===== src/rtl/fnd_pkg.sv =====
package fnd_pkg;
  // control -> datapath
  typedef struct packed {
    logic capture;   // take nIn/aIn/fIn into the pending register
    logic commit;    // period boundary: load counters, step accumulator
    logic step;      // prescaler tick inside a period
    logic usePend;   // pending setting is newer than the active one
  } fndStrb_t;

  // datapath -> control
  typedef struct packed {
    logic psTick;    // prescaler finishes a 16/17 cycle
    logic mainLast;  // main counter on its final prescaler cycle
  } fndStat_t;
endpackage


===== src/rtl/fnd_ctrl.sv =====
module fnd_ctrl
  import fnd_pkg::*;
(
  input  logic     clk,
  input  logic     rstN,
  input  logic     load,
  input  fndStat_t stat,
  output fndStrb_t strb,
  output logic     divPulse
);
  logic pendValid;
  logic boundary;

  assign boundary     = stat.psTick && stat.mainLast;
  assign strb.capture = load;
  assign strb.commit  = boundary;
  assign strb.step    = stat.psTick && !stat.mainLast;
  assign strb.usePend = pendValid;

  always_ff @(posedge clk or negedge rstN) begin
    if (!rstN) begin
      pendValid <= 1'b0;
      divPulse  <= 1'b0;
    end else begin
      divPulse <= boundary;
      if (load)          pendValid <= 1'b1;
      else if (boundary) pendValid <= 1'b0;
    end
  end

  AST_PULSE_SINGLE: assert property (@(posedge clk) disable iff (!rstN)
    divPulse |=> !divPulse);
endmodule


===== src/rtl/fnd_datapath.sv =====
module fnd_datapath
  import fnd_pkg::*;
#(
  parameter int NW   = 10,
  parameter int AW   = 4,
  parameter int FW   = 4,
  parameter int P    = 16,
  parameter int Q    = 13,
  parameter int NMIN = 18
) (
  input  logic          clk,
  input  logic          rstN,
  input  fndStrb_t      strb,
  input  logic [NW-1:0] nIn,
  input  logic [AW-1:0] aIn,
  input  logic [FW-1:0] fIn,
  output fndStat_t      stat,
  output logic          modCtl,
  output logic          cfgErr
);
  localparam int PSW  = $clog2(P + 1);
  localparam int SWW  = AW + 1;
  localparam int QW   = $clog2(Q);
  localparam int SUMW = ((QW > FW) ? QW : FW) + 1;

  logic [NW-1:0]   pendN, actN, selN, nClamp;
  logic [AW-1:0]   pendA, actA, selA;
  logic [FW-1:0]   pendF, actF, selF, fClamp;
  logic            badCfg;
  logic [QW-1:0]   acc, accNext;
  logic [SUMW-1:0] sum;
  logic            carry;
  logic [NW-1:0]   mainCnt;
  logic [SWW-1:0]  swCnt, swDec, nextSw;
  logic [PSW-1:0]  psCnt;

  // clamp at capture
  always_comb begin
    nClamp = (int'(nIn) < NMIN) ? NW'(NMIN) : nIn;
    fClamp = (int'(fIn) >= Q) ? FW'(Q - 1) : fIn;
    badCfg = (int'(nIn) < NMIN) || (int'(fIn) >= Q);
  end

  assign selN = strb.usePend ? pendN : actN;
  assign selA = strb.usePend ? pendA : actA;
  assign selF = strb.usePend ? pendF : actF;
  assign sum  = SUMW'(acc) + SUMW'(selF);

  generate
    if ((Q & (Q - 1)) == 0) begin : g_pow2Wrap
      always_comb begin
        carry   = sum[QW];
        accNext = sum[QW-1:0];
      end
    end else begin : g_cmpWrap
      always_comb begin
        carry   = (sum >= SUMW'(Q));
        accNext = carry ? QW'(sum - SUMW'(Q)) : QW'(sum);
      end
    end
  endgenerate

  assign nextSw = SWW'(selA) + SWW'(carry);
  assign swDec  = (swCnt != '0) ? swCnt - SWW'(1) : swCnt;

  always_ff @(posedge clk or negedge rstN) begin
    if (!rstN) begin
      pendN  <= NW'(NMIN);
      pendA  <= '0;
      pendF  <= '0;
      cfgErr <= 1'b0;
    end else if (strb.capture) begin
      pendN  <= nClamp;
      pendA  <= aIn;
      pendF  <= fClamp;
      cfgErr <= badCfg;
    end
  end

  always_ff @(posedge clk or negedge rstN) begin
    if (!rstN) begin
      actN    <= NW'(NMIN);
      actA    <= '0;
      actF    <= '0;
      acc     <= '0;
      mainCnt <= NW'(NMIN);
      swCnt   <= '0;
      psCnt   <= PSW'(P - 1);
    end else if (strb.commit) begin
      actN    <= selN;
      actA    <= selA;
      actF    <= selF;
      acc     <= accNext;
      mainCnt <= selN;
      swCnt   <= nextSw;
      psCnt   <= (nextSw != '0) ? PSW'(P) : PSW'(P - 1);
    end else if (strb.step) begin
      mainCnt <= mainCnt - NW'(1);
      swCnt   <= swDec;
      psCnt   <= (swDec != '0) ? PSW'(P) : PSW'(P - 1);
    end else begin
      psCnt   <= psCnt - PSW'(1);
    end
  end

  assign stat.psTick   = (psCnt == '0);
  assign stat.mainLast = (mainCnt == NW'(1));
  assign modCtl        = (swCnt != '0);

  AST_ACC_IN_RANGE: assert property (@(posedge clk) disable iff (!rstN)
    int'(acc) < Q);
  AST_SW_WITHIN_MAIN: assert property (@(posedge clk) disable iff (!rstN)
    SWW'(swCnt) <= SWW'(mainCnt) || mainCnt > NW'((1 << SWW) - 1));
  AST_MOD_RISE_AT_START: assert property (@(posedge clk) disable iff (!rstN)
    $rose(modCtl) |-> $past(strb.commit));
  AST_CFG_STABLE: assert property (@(posedge clk) disable iff (!rstN)
    !strb.commit |=> ($stable(actN) && $stable(actA) && $stable(actF)));
  AST_CLAMP_HOLDS: assert property (@(posedge clk) disable iff (!rstN)
    (int'(actN) >= NMIN) && (int'(actF) < Q));
endmodule


===== src/rtl/fnd_divider.sv =====
module fnd_divider
  import fnd_pkg::*;
#(
  parameter int NW   = 10,
  parameter int AW   = 4,
  parameter int FW   = 4,
  parameter int P    = 16,
  parameter int Q    = 13,
  parameter int NMIN = 18
) (
  input  logic          clk,
  input  logic          rstN,
  input  logic          load,
  input  logic [NW-1:0] nIn,
  input  logic [AW-1:0] aIn,
  input  logic [FW-1:0] fIn,
  output logic          divPulse,
  output logic          modCtl,
  output logic          cfgErr
);
  fndStrb_t strb;
  fndStat_t stat;

  fnd_ctrl u_ctrl (
    .clk(clk), .rstN(rstN), .load(load),
    .stat(stat), .strb(strb), .divPulse(divPulse)
  );

  fnd_datapath #(
    .NW(NW), .AW(AW), .FW(FW), .P(P), .Q(Q), .NMIN(NMIN)
  ) u_datapath (
    .clk(clk), .rstN(rstN), .strb(strb),
    .nIn(nIn), .aIn(aIn), .fIn(fIn),
    .stat(stat), .modCtl(modCtl), .cfgErr(cfgErr)
  );
endmodule


===== config.mk =====
export PLATFORM = sky130hd
export DESIGN_NAME = fnd_divider
export DESIGN_NICKNAME = d
export VERILOG_FILES = /design/src/rtl/fnd_pkg.sv /design/src/rtl/fnd_ctrl.sv /design/src/rtl/fnd_datapath.sv /design/src/rtl/fnd_divider.sv
export SDC_FILE = /design/constraint.sdc
export NUM_CORES = 1
export LEC_CHECK = 0
export CAP_MARGIN = 20
export CORE_MARGIN = 2
export CORE_UTILIZATION = 62
export CTS_BUF_LIST = sky130_fd_sc_hd__clkbuf_4
export CTS_CLUSTER_SIZE = 25
export DETAILED_ROUTE_END_ITERATION = 16
export GPL_ROUTABILITY_DRIVEN = 0
export GPL_TIMING_DRIVEN = 0
export HOLD_SLACK_MARGIN = 0.02
export PLACE_DENSITY_LB_ADDON = 0.3
export SLEW_MARGIN = 0
export SYNTH_ARGS = -nofsm -noshare
export SYNTH_HDL_FRONTEND = slang
export SYNTH_SLANG_ARGS = --single-unit

===== constraint.sdc =====
create_clock -name clk -period 6.45 [get_ports clk]
set_clock_uncertainty 0.2 [all_clocks]
set_input_delay 1.29 -clock clk [delete_from_list [all_inputs] [get_ports clk]]
set_output_delay 1.29 -clock clk [all_outputs]
set_load 0.05 [all_outputs]

Yosys cells after proc, flatten, opt, wreduce, memory -nomap -nowiden --
Index checks and enable logic that the tools add are counted.
Word-level totals: bits of input ports 21, memories kept 0, flip-flop bits (word level) 63, output and inout bits 3, bits in latches 0, memory bits (writable) 0, bits in read-only memories 0
Cells by class: bitwise gates (word level) 0, mux-type cells 17, shifts and indexed selects 0, divide/modulo/power cells 0, $add $sub $neg 6, magnitude comparators 3, reduce and logical (&&, ||, !) cells 10, equality and inequality tests 1, multipliers 0
Operators by type and width (number):
- 10-bit 2-to-1 mux | 4
- 5-bit 2-to-1 mux | 7
- 4-bit 2-to-1 mux | 4
- 5-bit nonzero test | 3
- 10-bit by 1-bit == test with 1-bit output (second input constant) | 1
- 10-bit by 5-bit less-than comparator with 1-bit output (second input constant) | 1
- 10-bit by 1-bit subtractor with 10-bit output (second input constant) | 1
- 5-bit by 1-bit subtractor with 5-bit output (second input constant) | 2
- 4-bit by 1-bit adder with 5-bit output | 1
- 4-bit by 4-bit adder with 5-bit output | 1
- 5-bit by 4-bit greater-or-equal comparator with 1-bit output (second input constant) | 1
- 5-bit logical NOT | 1
- 4-bit greater-or-equal comparator (second input constant) | 1
- 2-bit nonzero test | 2
- 4-bit subtractor (second input constant) | 1
- 1-bit logical AND | 2
- 1-bit 2-to-1 mux | 2
- 1-bit logical NOT | 1
- 1-bit logical OR | 1

Depth between registers and ports, before layout --
depth after elaboration 7, depth in mapped cells 15, gate-level depth less buffers 13

Cells and area by module --
A second synthesis with hierarchy kept.
Second synthesis, totals: cell total of the unflattened synthesis 326, area, all modules 3399.5 µm²
Modules (own cells, without submodules):
- fnd_datapath | seq. area each 1539.0 µm², times used 1, cells each 317, area each 3303.2 µm²
- fnd_ctrl | seq. area each 50.0 µm², times used 1, cells each 9, area each 96.3 µm²

Worst setup path after synthesis --
No wires, ideal clock.
path kind register -> register, start register u_ctrl.pendValid, end register u_datapath.psCnt[3], library setup time 91 ps, cell stages (with the launch flop) 16, data required time 6159 ps, period minus slack after synthesis 3959 ps, path buffers 2, arrival time 3668 ps, slack 2491 ps, cell sequence dfrtp_1 -> clkbuf_1 -> buf_1 -> mux2_2 -> ha_1 -> fa_1 -> inv_1 -> ha_1 -> o31ai_1 -> o31ai_1 -> ha_1 -> ha_1 -> xnor2_1 -> and4b_1 -> a21oi_1 -> o21ai_0
On the way: longest elaborated chain between the ends 7, elaborated cells between the ends (all ways) 8, classes of those cells add/sub: 2; order compare: 1; mux: 4; reduce/logical: 1
RTL lines:
- from (decl) | line fnd_ctrl.sv:11 | logic pendValid;
- from (signal assigned) | line fnd_ctrl.sv:22 | pendValid <= 1'b0;
- from (signal assigned) | line fnd_ctrl.sv:26 | if (load) pendValid <= 1'b1;
- from (signal assigned) | line fnd_ctrl.sv:27 | else if (boundary) pendValid <= 1'b0;
- 4-bit 2-to-1 mux | line fnd_datapath.sv:46 | assign selF = strb.usePend ? pendF : actF;
- named net u_datapath.selF[0] | line fnd_datapath.sv:28 | logic [FW-1:0] pendF, actF, selF, fClamp;
- 4-bit by 4-bit adder with 5-bit output | line fnd_datapath.sv:47 | assign sum = SUMW'(acc) + SUMW'(selF);
- 5-bit by 4-bit greater-or-equal comparator with 1-bit output | line fnd_datapath.sv:57 | carry = (sum >= SUMW'(Q));
- 4-bit by 1-bit adder with 5-bit output | line fnd_datapath.sv:63 | assign nextSw = SWW'(selA) + SWW'(carry);
- 5-bit nonzero test | line fnd_datapath.sv:96 | psCnt <= (nextSw != '0) ? PSW'(P) : PSW'(P - 1);
- 5-bit 2-to-1 mux | line fnd_datapath.sv:96
- 5-bit 2-to-1 mux | line fnd_datapath.sv:89 | end else if (strb.commit) begin
- to (signal assigned) | line fnd_datapath.sv:88 | psCnt <= PSW'(P - 1);
- to (signal assigned) | line fnd_datapath.sv:96
- to (signal assigned) | line fnd_datapath.sv:100 | psCnt <= (swDec != '0) ? PSW'(P) : PSW'(P - 1);
- to (decl) | line fnd_datapath.sv:35 | logic [PSW-1:0] psCnt;
The timed path passes the listed nets, and every way through them passes these cells. A chain may end at the register's enable or synchronous reset.

Worst setup path in the final report --
start register u_ctrl.pendValid, end register u_datapath.psCnt[1]
The elaborated chain is that of the path after synthesis.

==> summary.txt <==
Max IR drop VDD: 0.0001462 V
post-synth cell types: 57
crit path DAT: 4700 ps
DR iter-0 viols: 173
Clock Path Buffers: 2
R2R Setup Slk: 1880 ps
first-pass GRT wire length: 12,060 microns
Reg-to-Reg Start: u_ctrl.pendValid$_DFFE_PN0P_
Req. time, crit path: 6580 ps
Tmin final: 4570 ps
adder-cell share of the synthesized area: 4.947%
Post-CTS Resized: 0
CTS H-Tree Depth: 3
Post-Synth Simple-Gate Area: 15.21%
critical path capture point type: flop
placed cell areas: 3765 sq um
die height: 78.48 microns
Skew-Pair Late Insertion Delay: 400 ps
slowest stage delay, CP: 550 ps
Final Max Slew Viols: 0
largest net degree at the start of global routing: 41
Die X: 78.48 microns
Global Route Usage Sum: 25.09%
cell area after synthesis: 3440 sq um
Fin Setup TNS: 0 ps
Critical Path Source Type: flop
status: finished clean
Critical Path, Cell by Cell: clkbuf_1 -> buf_1 -> mux2_2 -> ha_1 -> fa_1 -> xor2_1 -> o31ai_1 -> o31ai_1 -> ha_1 -> ha_1 -> nor3_1 -> and4b_1 -> a21oi_1 -> o21ai_0
final worst slack: 1880 ps
Area Growth Syn to Fin: 14.11%
Seq/Total Area, Yosys: 46.20%
worst hold endpoint: u_datapath.actF[3]$_DFFE_PN0P_
Reg-to-Reg End: u_datapath.psCnt[1]$_DFF_PN1_
clock root buffer: clkbuf_4
via count: 2,654
WS Path Type: reg2reg
fin nets: 409
hold path depth: 2
initial antenna violation count: 0
FF-to-FF path depth: 14
Initial Util: 63.24%
DP Worst Slack: 1958 ps
worst rel slew slack: 49.84%
Tightest Pin Transition: 750.8 ps
CTS Buf Count: 9
number of global-route vias before repair: 2,582
gate count of the mapped netlist: 341
Worst path most repeated cell: ha_1
Async S/R FF share, synth: 100.0%
io pins: 24
Hold Violations, Final: 0
drt first pass iters: 4
post-synthesis xor/xnor area fraction: 1.528%
CTS Hold Buffers Added: 0
std cell rows: 27
Worst Min Path Start: u_datapath.actF[3]$_DFFE_PN0P_
clock slew at reported path FFs: 100 ps
n_diodes: 0
GRT overflow: 0
max-cap violations: 0
multiplexer area fraction after synthesis: 12.15%
Synth area leaders: dfrtp_1 (39%), dfstp_2 (7.6%), mux2_2 (7.2%), nand2_1 (4.8%), o21ai_0 (4.7%)
syn_area_per_cell: 10.09 sq um
area fraction in compound gates after synthesis: 15.31%
number of synthesized flops with an enable pin: 0
post-CTS setup buffer count: 0
largest area contributor in the netlist: dfrtp_1
Syn. warnings: 0
PD cells: 205.8 nW/um^2
largest family of logic cells by synthesized area: compound AO/OA/AOI/OAI gates
non-filler cells, final: 452
# DRC: 0
fin area: 3925 sq um
Placed Cells: 436
TritonCTS clock tree: built
Final period util: 70.85%
Synth top area share: 38.56%
detail-routed via count per cell: 5.872
drt wl/cell: 15.67 microns
layout cells sized above 1: 19.21%
clk sinks: 63
Worst Hold Class: reg2reg
CP max-delay cell: buf_1
RSZ-0062 raised after global routing: false
Syn Nets: 375
CP Max Fanout: 10
Core ar.: 5439 sq um
Die ar.: 6159 sq um
Yosys reg bits: 63
Post-synth top flop: dfrtp_1
Max Freq: 218.8 MHz
I/O Buffers: 22
post-route ant nets: 0
WL final: 7085 microns
Post-DP HPWL: 4972 microns
leakage power: 1.777 nW
endpoints failing setup: 0
utilization after layout: 72.16%
-- how the worst max path moves through the flow --
stage,to,slack [ps],start,cells past startpoint
finish,u_datapath.psCnt[1]$_DFF_PN1_,1880,u_ctrl.pendValid$_DFFE_PN0P_,14
floorplan,u_datapath.psCnt[3]$_DFF_PN1_,2490,u_ctrl.pendValid$_DFFE_PN0P_,15
CTS,u_datapath.psCnt[3]$_DFF_PN1_,1900,u_ctrl.pendValid$_DFFE_PN0P_,14
detailed placement,u_datapath.psCnt[0]$_DFF_PN1_,1960,u_ctrl.pendValid$_DFFE_PN0P_,14
global route,u_datapath.psCnt[0]$_DFF_PN1_,1530,u_ctrl.pendValid$_DFFE_PN0P_,14
global placement,u_datapath.acc[1]$_DFFE_PN0P_,1900,rstN,1
-- Yosys cell counts (all sizes together) (2+ instances only) --
master  count
a21oi      22
o41ai       3
nor3b       3
mux2i      11
nand2      46
dfrtp      53
o211ai      2
xnor2       2
clkbuf      6
nor4b       2
xor2        4
ha         12
nor2       25
nand3       4
o22a        3
o31ai       5
nand2b      2
a21o        5
o21ai      34
dfstp      10
buf         9
mux2       26
a211oi      2
nor4        3
or4b        2
or4         4
inv        17
nor3        8
-- worst max-delay path, delay by kind of cell (launching register included) --
family          cells  cell delay, ps
compound gates      4             760
xor+xnor            1             350
fa+ha+maj           4            1210
buf+inv             2             750
flops               1             340
mux                 1             430
simple gates        2             450
-- layout make-up --
type                            count  area, sq um
Clock inverter                      4        70.07
Multi-Input combinational cell    246         1690
Buffer                             15        96.34
Tap cell                           72        90.09
Sequential cell                    63         1589
Inverter                           17        63.81
Fill cell                         373         1514
Timing Repair Buffer               23        235.2
Clock buffer                       12        90.09
-- stage by stage --
stage | power [W] | hold slack [ps]
global placement | 0.0004986 | 245.3
detailed placement | 0.0005026 | 256.1
floorplan | 0.0004668 | 234.0
global route | 0.0008371 | 305.4
finish | 0.0008078 | 277.8
CTS | 0.0008103 | 279.7
-- per-layer routing --
metal	GRT usage [%]	wire length (microns)
met5	0	0
met4	10.88	110
met3	4.253	342
met2	38.53	3254
met1	35.35	3378
-- sequential cells by signal (all words and copies together), names as in the netlist, 5 cells and up --
signal	count
u_datapath.actN	10
u_datapath.mainCnt	10
u_datapath.swCnt	5
u_datapath.pendN	10
u_datapath.psCnt	5
-- layout by cell type (no fill, tap or decap), types with 2 or more instances in the layout --
cell type,count
a211oi_1,2
a21o_1,5
a21oi_1,22
buf_2,3
buf_4,2
buf_6,4
bufinv_16,2
clkbuf_1,6
clkbuf_4,12
clkdlybuf4s50_1,21
clkinv_2,2
dfrtp_1,53
dfstp_2,10
ha_1,12
inv_1,16
mux2_2,22
mux2_4,4
mux2i_1,11
nand2_1,44
nand2_2,2
nand2b_1,2
nand3_1,4
nor2_1,24
nor3_1,7
nor3b_1,3
nor4_1,2
o211ai_1,2
o21ai_0,32
o22a_1,3
o31ai_1,5
o41ai_1,3
or4_1,3
or4b_1,2
xnor2_1,2
xor2_1,4
-- power by group --
part	total (W)	switching (W)	internal [W]	leakage, nW
Clock	0.000312	0.000142	0.000169	0.0913
Combinational	0.0000801	0.0000414	0.0000387	0.917
Sequential	0.000416	0.00000854	0.000408	0.768
-- cells by family (layout without fill, tap and decap cells) --
group | Yosys count | after routing
mux | 37 | 37
xor+xnor | 6 | 6
compound gates | 86 | 86
fa+ha+maj | 13 | 13
simple gates | 104 | 104
flops | 63 | 63
buf+inv | 32 | 71
No activity file was read; power rests on OpenSTA's default activity.
